`src/rtl/fprot_pkg.sv`:
```
package fprot_pkg;
   localparam int IDX_W  = 8;
   localparam int CFG_W  = 11;
   localparam int OPC_W  = 8;

   typedef struct packed {
      logic             rd_prot;
      logic             wr_prot;
      logic             big_unit;
      logic [IDX_W-1:0] idx;
   } win_cfg_t;
endpackage

```
`src/rtl/fprot_range_unit.sv`:
```
module fprot_range_unit #(
   parameter int ADDR_W      = 24,
   parameter int SMALL_SHIFT = 12,
   parameter int LARGE_SHIFT = 16
) (
   input  logic                       clk,
   input  logic                       rst_n,
   input  logic                       wr_en,
   input  logic [fprot_pkg::CFG_W-1:0] wr_data,
   input  logic [ADDR_W-1:0]          addr,
   output logic                       hit,
   output logic                       wp,
   output logic                       rp
);
   import fprot_pkg::*;

   localparam int SPAN_S = ADDR_W - SMALL_SHIFT;
   localparam int SPAN_L = ADDR_W - LARGE_SHIFT;

   generate
      if (SMALL_SHIFT >= LARGE_SHIFT) begin : g_bad_shift
         $error("SMALL_SHIFT must be below LARGE_SHIFT");
      end
      if (SPAN_L < 1) begin : g_bad_addr
         $error("ADDR_W must exceed LARGE_SHIFT");
      end
   endgenerate

   win_cfg_t cfg_q;
   logic     in_use;
   logic     small_hit;
   logic     large_hit;
   logic [SPAN_S-1:0] top_s;
   logic [SPAN_L-1:0] top_l;

   always_ff @(posedge clk or negedge rst_n) begin
      if (!rst_n)     cfg_q <= '0;
      else if (wr_en) cfg_q <= win_cfg_t'(wr_data);
   end

   assign in_use = |cfg_q;
   assign top_s  = addr[ADDR_W-1:SMALL_SHIFT];
   assign top_l  = addr[ADDR_W-1:LARGE_SHIFT];

   generate
      if (SPAN_S >= IDX_W) begin : g_small_wide
         assign small_hit = (top_s == SPAN_S'(cfg_q.idx));
      end else begin : g_small_narrow
         assign small_hit = (IDX_W'(top_s) == cfg_q.idx);
      end
      if (SPAN_L >= IDX_W) begin : g_large_wide
         assign large_hit = (top_l == SPAN_L'(cfg_q.idx));
      end else begin : g_large_narrow
         assign large_hit = (IDX_W'(top_l) == cfg_q.idx);
      end
   endgenerate

   assign hit = in_use && (cfg_q.big_unit ? large_hit : small_hit);
   assign wp  = cfg_q.wr_prot;
   assign rp  = cfg_q.rd_prot;
endmodule

```
`src/rtl/fprot_opc_lock.sv`:
```
module fprot_opc_lock #(
   parameter int SLOTS = 4,
   parameter int OPC_W = 8
) (
   input  logic                   clk,
   input  logic                   rst_n,
   input  logic                   wr_en,
   input  logic [SLOTS*OPC_W-1:0] wr_data,
   input  logic [OPC_W-1:0]       opc,
   output logic                   listed
);
   generate
      if (SLOTS < 1) begin : g_bad_slots
         $error("SLOTS must be at least 1");
      end
   endgenerate

   logic [SLOTS*OPC_W-1:0] val_q;
   logic                   locked_q;
   logic [SLOTS-1:0]       slot_eq;

   always_ff @(posedge clk or negedge rst_n) begin
      if (!rst_n) begin
         val_q    <= '0;
         locked_q <= 1'b0;
      end else if (wr_en && !locked_q) begin
         val_q    <= wr_data;
         locked_q <= 1'b1;
      end
   end

   for (genvar s = 0; s < SLOTS; s++) begin : g_slot
      logic [OPC_W-1:0] entry;
      assign entry      = val_q[s*OPC_W +: OPC_W];
      assign slot_eq[s] = (entry != '0) && (entry == opc);
   end

   assign listed = |slot_eq;


   write_once_chk: assert property (@(posedge clk) disable iff (!rst_n)
      (locked_q && wr_en) |=> $stable(val_q));
endmodule

```
`src/rtl/fprot_guard.sv`:
```
module fprot_guard #(
   parameter int NUM_WIN      = 4,
   parameter int NUM_CMD_REGS = 2,
   parameter int OPC_SLOTS    = 4,
   parameter int ADDR_W       = 24,
   parameter int SEL_W        = 3,
   parameter int DATA_W       = 32,
   parameter int SMALL_SHIFT  = 12,
   parameter int LARGE_SHIFT  = 16
) (
   input  logic                clk,
   input  logic                rst_n,
   input  logic                cfg_wr_en,
   input  logic [SEL_W-1:0]    cfg_wr_sel,
   input  logic [DATA_W-1:0]   cfg_wr_data,
   input  logic                req_valid,
   input  logic [7:0]          req_opc,
   input  logic [ADDR_W-1:0]   req_addr,
   input  logic                req_is_read,
   output logic                grant,
   output logic                deny,
   output logic                viol_sticky
);
   import fprot_pkg::*;

   localparam int CMD_BASE  = NUM_WIN;
   localparam int CLR_SEL   = NUM_WIN + NUM_CMD_REGS;
   localparam int LIST_W    = OPC_SLOTS * OPC_W;

   generate
      if (CLR_SEL >= (1 << SEL_W)) begin : g_bad_sel
         $error("SEL_W too narrow for the register map");
      end
      if (LIST_W > DATA_W || CFG_W > DATA_W) begin : g_bad_data
         $error("DATA_W too narrow for the register contents");
      end
   endgenerate

   logic [NUM_WIN-1:0]      win_hit;
   logic [NUM_WIN-1:0]      win_wp;
   logic [NUM_WIN-1:0]      win_rp;
   logic [NUM_CMD_REGS-1:0] cmd_listed;
   logic                    opc_restricted;
   logic                    rd_block;
   logic                    wr_block;
   logic                    clr_req;

   for (genvar w = 0; w < NUM_WIN; w++) begin : g_win
      fprot_range_unit #(
         .ADDR_W      (ADDR_W),
         .SMALL_SHIFT (SMALL_SHIFT),
         .LARGE_SHIFT (LARGE_SHIFT)
      ) range_i (
         .clk     (clk),
         .rst_n   (rst_n),
         .wr_en   (cfg_wr_en && (cfg_wr_sel == SEL_W'(w))),
         .wr_data (cfg_wr_data[CFG_W-1:0]),
         .addr    (req_addr),
         .hit     (win_hit[w]),
         .wp      (win_wp[w]),
         .rp      (win_rp[w])
      );


      unused_win_chk: assert property (@(posedge clk) disable iff (!rst_n)
         (cfg_wr_en && (cfg_wr_sel == SEL_W'(w)) && (cfg_wr_data[CFG_W-1:0] == '0))
         |=> !win_hit[w]);
   end

   for (genvar c = 0; c < NUM_CMD_REGS; c++) begin : g_cmd
      fprot_opc_lock #(
         .SLOTS (OPC_SLOTS),
         .OPC_W (OPC_W)
      ) lock_i (
         .clk     (clk),
         .rst_n   (rst_n),
         .wr_en   (cfg_wr_en && (cfg_wr_sel == SEL_W'(CMD_BASE + c))),
         .wr_data (cfg_wr_data[LIST_W-1:0]),
         .opc     (req_opc),
         .listed  (cmd_listed[c])
      );
   end

   assign opc_restricted = |cmd_listed;
   assign rd_block = req_is_read && |(win_hit & win_rp);
   assign wr_block = opc_restricted && |(win_hit & win_wp);
   assign deny     = req_valid && (rd_block || wr_block);
   assign grant    = req_valid && !deny;
   assign clr_req  = cfg_wr_en && (cfg_wr_sel == SEL_W'(CLR_SEL)) && cfg_wr_data[0];

   always_ff @(posedge clk or negedge rst_n) begin
      if (!rst_n)       viol_sticky <= 1'b0;
      else if (deny)    viol_sticky <= 1'b1;
      else if (clr_req) viol_sticky <= 1'b0;
   end


   deny_sets_flag_chk: assert property (@(posedge clk) disable iff (!rst_n)
      deny |=> viol_sticky);


   flag_holds_chk: assert property (@(posedge clk) disable iff (!rst_n)
      (viol_sticky && !clr_req) |=> viol_sticky);


   one_decision_chk: assert property (@(posedge clk) disable iff (!rst_n)
      $onehot0({grant, deny}));
endmodule

```
`config.mk`:
```
export PLATFORM = sky130hd
export DESIGN_NAME = fprot_guard
export DESIGN_NICKNAME = d
export VERILOG_FILES = /design/src/rtl/fprot_pkg.sv /design/src/rtl/fprot_range_unit.sv /design/src/rtl/fprot_opc_lock.sv /design/src/rtl/fprot_guard.sv
export SDC_FILE = /design/constraint.sdc
export NUM_CORES = 1
export LEC_CHECK = 0
export ABC_CLOCK_PERIOD_IN_PS = 2640
export BUFFER_PORTS_ARGS = -buffer_cell sky130_fd_sc_hd__buf_2
export CAP_MARGIN = 20
export CORE_MARGIN = 4
export CORE_UTILIZATION = 40
export CTS_CLUSTER_SIZE = 20
export DETAILED_ROUTE_END_ITERATION = 7
export HOLD_SLACK_MARGIN = 0.08
export REMOVE_ABC_BUFFERS = 1
export SLEW_MARGIN = 15
export SYNTH_ARGS = -nofsm -noshare
export SYNTH_HDL_FRONTEND = slang
export SYNTH_HIERARCHICAL = 1
export SYNTH_SLANG_ARGS = --single-unit
```
`constraint.sdc`:
```
create_clock -name clk -period 2.64 [get_ports clk]
set_input_delay 0.132 -clock clk [delete_from_list [all_inputs] [get_ports clk]]
set_output_delay 0.132 -clock clk [all_outputs]
set_load 0.02 [all_outputs]
```
# After elaboration in Yosys (flattened, before gate mapping)
# Cells that the tools add are included.
[classes]
n_mul = 0
n_bitwise = 2
add_sub_neg = 0
eq_ne = 22
shift = 0
div = 0
order_cmp = 0
n_mux = 6
reduce_logical = 47
[op_table]
columns = ["cell", "n"]
rows = [
  ["$eq A8 B8 Y1", 12],
  ["$reduce_bool A8 Y1", 8],
  ["$eq A12 B8 Y1", 4],
  ["$reduce_or A11 Y1", 4],
  ["$logic_and A1 B1 Y1", 26],
  ["$eq A3 B3 Y1 const B", 3],
  ["$and A4 B4 Y4", 2],
  ["$reduce_or A4 Y1", 2],
  ["$reduce_or A8 Y1", 1],
  ["$eq A3 B2 Y1 const B", 2],
  ["$mux W1", 6],
  ["$eq A3 B1 Y1 const B", 1],
  ["$logic_not A1 Y1", 3],
  ["$logic_not A3 Y1", 1],
  ["$reduce_bool A2 Y1", 1],
  ["$logic_or A1 B1 Y1", 1],
]
[word_totals]
ramBits = 0
romBits = 0
register_bits = 111
input_bits = 72
n_memories = 0
out_inout_bits = 3
elab_cells = 98
latch_bits = 0

# Depth between registers and ports, before layout
[logic_depth]
ltp_word = 10
ltp_mapped = 8
depth_no_buf = 7

# Modules after synthesis
# Netlist, hierarchy kept.
[modules_own_cells]
columns = ["module", "n_inst", "cells_each", "area_per_inst_um2", "seq_area_each_um2"]
rows = [
  ["fprot_opc_lock", 2, 124, 1690.4, 825.8],
  ["fprot_range_unit", 4, 52, 635.6, 275.3],
  ["fprot_guard", 1, 23, 177.7, 25.0],
]

# Worst setup path after synthesis
# OpenSTA, ideal clock, no wires.
[synth_timing]
kind = "flip-flop to output port"
from = "register g_win[3].range_i/cfg_q[8] (netlist name)"
to = "output deny"
t_required_ns = 2.508
stages_incl_launch_ff = 8
path_buffers = 0
arrival_ns = 1.928
setup_slack_ns = 0.580
path_cell_list = "dfrtp_1 mux2_4 a311oi_1 a21oi_1 nor4_2 a22o_1 a221oi_2 o22ai_1"
[synth_via]
elab_chain_cells = 7
word_cells_on_any_way = 11
classes_between = "mux (1); bitwise (2); reduce/logical (8)"
[synth_rtl]
columns = ["element", "line", "source"]
rows = [
  ["start, declared", "fprot_range_unit.sv:29", "win_cfg_t cfg_q;"],
  ["start signal, assigned", "fprot_range_unit.sv:38", "else if (wr_en) cfg_q <= win_cfg_t'(wr_data);"],
  ["$reduce_or A11 Y1 or $mux W1 (tied branches)", "fprot_range_unit.sv:41, fprot_range_unit.sv:58", ""],
  ["$logic_and A1 B1 Y1 *", "fprot_range_unit.sv:58", "assign hit = in_use && (cfg_q.big_unit ? large_hit : small_hit);"],
  ["named net win_hit[3]", "fprot_guard.sv:39", "logic [NUM_WIN-1:0] win_hit;"],
  ["$and A4 B4 Y4, on equally long branches", "fprot_guard.sv:85, fprot_guard.sv:86", ""],
  ["$reduce_or A4 Y1, on equally long branches", "fprot_guard.sv:85, fprot_guard.sv:86", ""],
  ["$logic_and A1 B1 Y1, on equally long branches", "fprot_guard.sv:85, fprot_guard.sv:86", ""],
  ["$logic_or A1 B1 Y1 *", "fprot_guard.sv:87", "assign deny = req_valid && (rd_block || wr_block);"],
  ["$logic_and A1 B1 Y1 *", "fprot_guard.sv:87", ""],
  ["end, declared", "fprot_guard.sv:21", "output logic deny,"],
]
# Mark *: on every way through the listed nets, which the timed path passes. The rest lies on a longest branch.

# Worst setup path in the final report
[layout_timing]
from = "register g_win[1].range_i/cfg_q[8] (netlist name)"
to = "output grant"
[layout_via]
elab_chain_cells = 9
word_cells_on_any_way = 13
classes_between = "mux (1); bitwise (2); reduce/logical (10)"
[layout_rtl]
columns = ["element", "line", "source"]
rows = [
  ["start, declared", "fprot_range_unit.sv:29", ""],
  ["start signal, assigned", "fprot_range_unit.sv:38", ""],
  ["$reduce_or A11 Y1 or $mux W1 (tied branches)", "fprot_range_unit.sv:41, fprot_range_unit.sv:58", ""],
  ["$logic_and A1 B1 Y1 *", "fprot_range_unit.sv:58", ""],
  ["named net win_hit[1]", "fprot_guard.sv:39", ""],
  ["$and A4 B4 Y4, on equally long branches", "fprot_guard.sv:85, fprot_guard.sv:86", ""],
  ["$reduce_or A4 Y1, on equally long branches", "fprot_guard.sv:85, fprot_guard.sv:86", ""],
  ["$logic_and A1 B1 Y1, on equally long branches", "fprot_guard.sv:85, fprot_guard.sv:86", ""],
  ["$logic_or A1 B1 Y1 *", "fprot_guard.sv:87", ""],
  ["$logic_and A1 B1 Y1 *", "fprot_guard.sv:87", ""],
  ["$logic_not A1 Y1 *", "fprot_guard.sv:88", "assign grant = req_valid && !deny;"],
  ["$logic_and A1 B1 Y1 *", "fprot_guard.sv:88", ""],
  ["end, declared", "fprot_guard.sv:20", "output logic grant,"],
]
# Marked as above.

==> impl_metrics.yaml <==
worst_setup_path:
  crit_required_ns: 2.51
  timing.rr.start: "g_win[1].range_i/cfg_q[8]$_DFFE_PN0P_"
  path_class: "reg -> out"
  critPathCaptureType: "output port"
  crit_arrival_ns: 2.56
  rr_endpoint: "viol_sticky$_DFFE_PN0P_"
  reg2regPathDepth: 8
  start_kind: "flop"
  crit_fanout: 6
  r2r_slack_ns: 0.57
clocking:
  numCtsBuffers: 9
  insertion_delay_ns: 0.35
  cts_tree: "yes"
  h-tree-depth: 3
  cts.sinks: 111
  cts_root_buffer: "clkbuf_16"
  clk_path_buf_depth: 2
  path_clk_slew_ns: 0.08
global_routing:
  antenna_found_initial: 0
  overflow: 0
  grt_pass1_wl_um: 24700
  grt_use_total_pct: 17.9
  grt_pass1_vias: 4540
  grt_start_max_net_pins: 54
pwr:
  power_leakage_nw: 3.18
  power_w: 0.00534
  vdd.ir_drop.worst_uv: 422
  power_density_mw_per_mm2: 726
logic_synthesis:
  ys_warn_count: 6
  synth_area_leaders: "dfrtp_1 (46%), mux2_2 (17%), xor2_1 (10%), mux2_4 (4.9%), mux2i_1 (3.9%)"
  ys.flop_type: "dfrtp_1"
  yosysSeqAreaShare_pct: 45.5
  syn-cell-area_mm2: 0.00610
  syn_avg_cell_area_um2: 12.7
  synth-seq-cells: 111
  synth_top_area_cell: "dfrtp_1"
  yosysUniqueCellTypes: 32
  async_reset_ff_share_pct: 100
  synth_edf_count: 0
  syn_inst: 479
  synth_top_area_share_pct: 45.5
placement:
  gp_congestion: 0.841
  io_buffers: 62
  dpl.hpwl_um: 10600
  placedCellCount: 722
final_layout:
  nFillCells: 1321
  fin_util_pct: 49.9
  n_antenna_cell: 0
  layout.cells.non_filler: 769
  areaGrowthSynthToFinish_pct: 20.6
  multi_input_area_mm2: 0.00332
  drive_gt1_share_pct: 40.3
  nets: 652
  seqCellArea_mm2: 0.00278
timing:
  rsz0062_at_grt: "true"
  finalSetupTns_ns: -0.0472
  drv_slew: 0
  worst_hold_slack_ns: 0.0967
  maxSlewHeadroom_pct: 50.1
  setup_viol: 1
  setup_slack_ns: -0.0472
  worst_pin_slew_ns: 0.749
  skew_ns: 0.00728
  fmax_mhz: 372
  post-route-period-util_pct: 102
  hold_violations: 0
  period_needed_ns: 2.69
detailed_routing:
  vias: 4254
  avgViaCountPerCell: 5.53
  drt_first_pass_iters: 4
  drt_wl_total_um: 15300
  ant_nets: 0
  dr.first_iter.drc_count: 280
  wl_per_cell_um: 19.9
  route.detailed.drc: 0
floorplanning:
  start_util_pct: 41.4
  io-pin-count: 75
  die_h_um: 132
  die_area_mm2: 0.0173
  num_rows: 44
  core-area_mm2: 0.0148
  fp.dieW_um: 132
status:
  violations: "setup timing"
  status: "finished with violations"
worst_hold_path:
  min_to: "viol_sticky$_DFFE_PN0P_"
  hold_depth: 3
  min_path_type: "in -> reg"
  hp-start: "cfg_wr_sel[0]"
flow_run:
  cap_violations: 0
==> logic make-up after synthesis <==
kind of cell / count (synthesis) / share of synthesized area, %
buffers and inverters: 17 / 2.36
multiplexers: 136 / 25.8
AND/OR/NAND/NOR: 90 / 8.94
XOR/XNOR: 88 / 12.6
AO/OA/AOI/OAI: 37 / 4.70
flip-flops: 111 / 45.5
==> worst max path at each step <==
stage                                                from                              endpoint  cells past startpoint
floorplan                                   cfg_wr_sel[1]  g_cmd[1].lock_i/val_q[0]$_DFFE_PN0P_                      4
global placement    g_win[1].range_i/cfg_q[8]$_DFFE_PN0P_                                  deny                      8
detailed placement  g_win[1].range_i/cfg_q[8]$_DFFE_PN0P_                                  deny                      8
CTS                 g_win[1].range_i/cfg_q[8]$_DFFE_PN0P_                                 grant                     10
global route        g_win[1].range_i/cfg_q[3]$_DFFE_PN0P_                                 grant                      9
finish              g_win[1].range_i/cfg_q[8]$_DFFE_PN0P_                                 grant                      9
==> synth_stat cells, types with 2 or more instances <==
cell and number:
dfrtp_1 111, mux2_2 92, xor2_1 72, nor4_1 36
mux2i_1 24, mux2_4 20, xnor2_1 16, nand4_1 14
nor2_1 11, a211oi_1 8, a21oi_1 8, buf_6 8
nand2_1 7, a22o_1 6, nor3_1 6, nor3b_1 5
a311oi_1 4, buf_2 4, buf_4 4, nor4_2 4
o21a_1 4, a221oi_2 2, nand2b_1 2, nor2b_1 2
or2_2 2
==> cell usage in the layout (no fill, tap or decap), types with 9 or more instances in the layout <==
cell	n
dlygate4sd3_1	22
xor2_1	72
xnor2_1	16
nor4_1	30
nand4_1	14
clkbuf_16	9
buf_4	21
dfrtp_1	107
mux2i_1	23
mux2_2	92
buf_2	59
mux2_4	20
nor2_1	11
==> layer usage <==
metal	track usage (%)	wire length [um]	vias up	part of all wire, %
met5	0	0	-	0
met4	5.02	224	0	1.5
met3	3.29	521	19	3.4
met2	30.5	7520	84	49
met1	23.5	7050	2170	46
li1	-	-	1981	-
==> registers in the layout, indices dropped and copies added, names as in the netlist <==
register,flops
g_win.range_i/cfg_q,36
viol_sticky,1
g_win.range_i/wp,4
g_win.range_i/rp,4
g_cmd.lock_i/val_q,64
g_cmd.lock_i/locked_q,2
==> timing repair <==
item | 4_1_cts | 5_1_grt
endpoints found under the hold margin | 92 | 0
buffers inserted | 7 | 2
endpoints found under the setup margin | 2 | 2
hold buffers | 22 | 0
pin swaps | 11 | 2
resized for setup | 26 | 1
==> power by group <==
part	switching (W)	internal, W
Combinational	0.000593	0.000841
Clock	0.000657	0.000664
Sequential	0.000468	0.00212
==> critical path: stages, from the launching register on <==
cell      delay [ns]
dfrtp_2         0.47
buf_4           0.17
a22o_1          0.20
a21oi_1         0.21
nor4_2          0.08
buf_4           0.15
a22o_1          0.23
a221oi_4        0.26
o221a_1         0.30
buf_6           0.14
==> cell type report <==
cell class                 count  share of cell area, %
clock inverter                 7                  0.867
clock buffer                   9                   3.06
sequential                   111                   37.8
timing repair buffer         106                   9.88
inverter                       1                 0.0510
multi-input combinational    351                   45.2
tap                          184                   3.13
==> stage by stage <==
step	area, um^2	setup WS, ns
2_1_floorplan	5960	0.0454
3_3_place_gp	6630	0.227
3_5_place_dp	6630	0.217
4_1_cts	7340	-0.0199
5_1_grt	7360	-0.141
6_report	7360	-0.0472
Note: power is estimated with default switching activity, not from simulation.
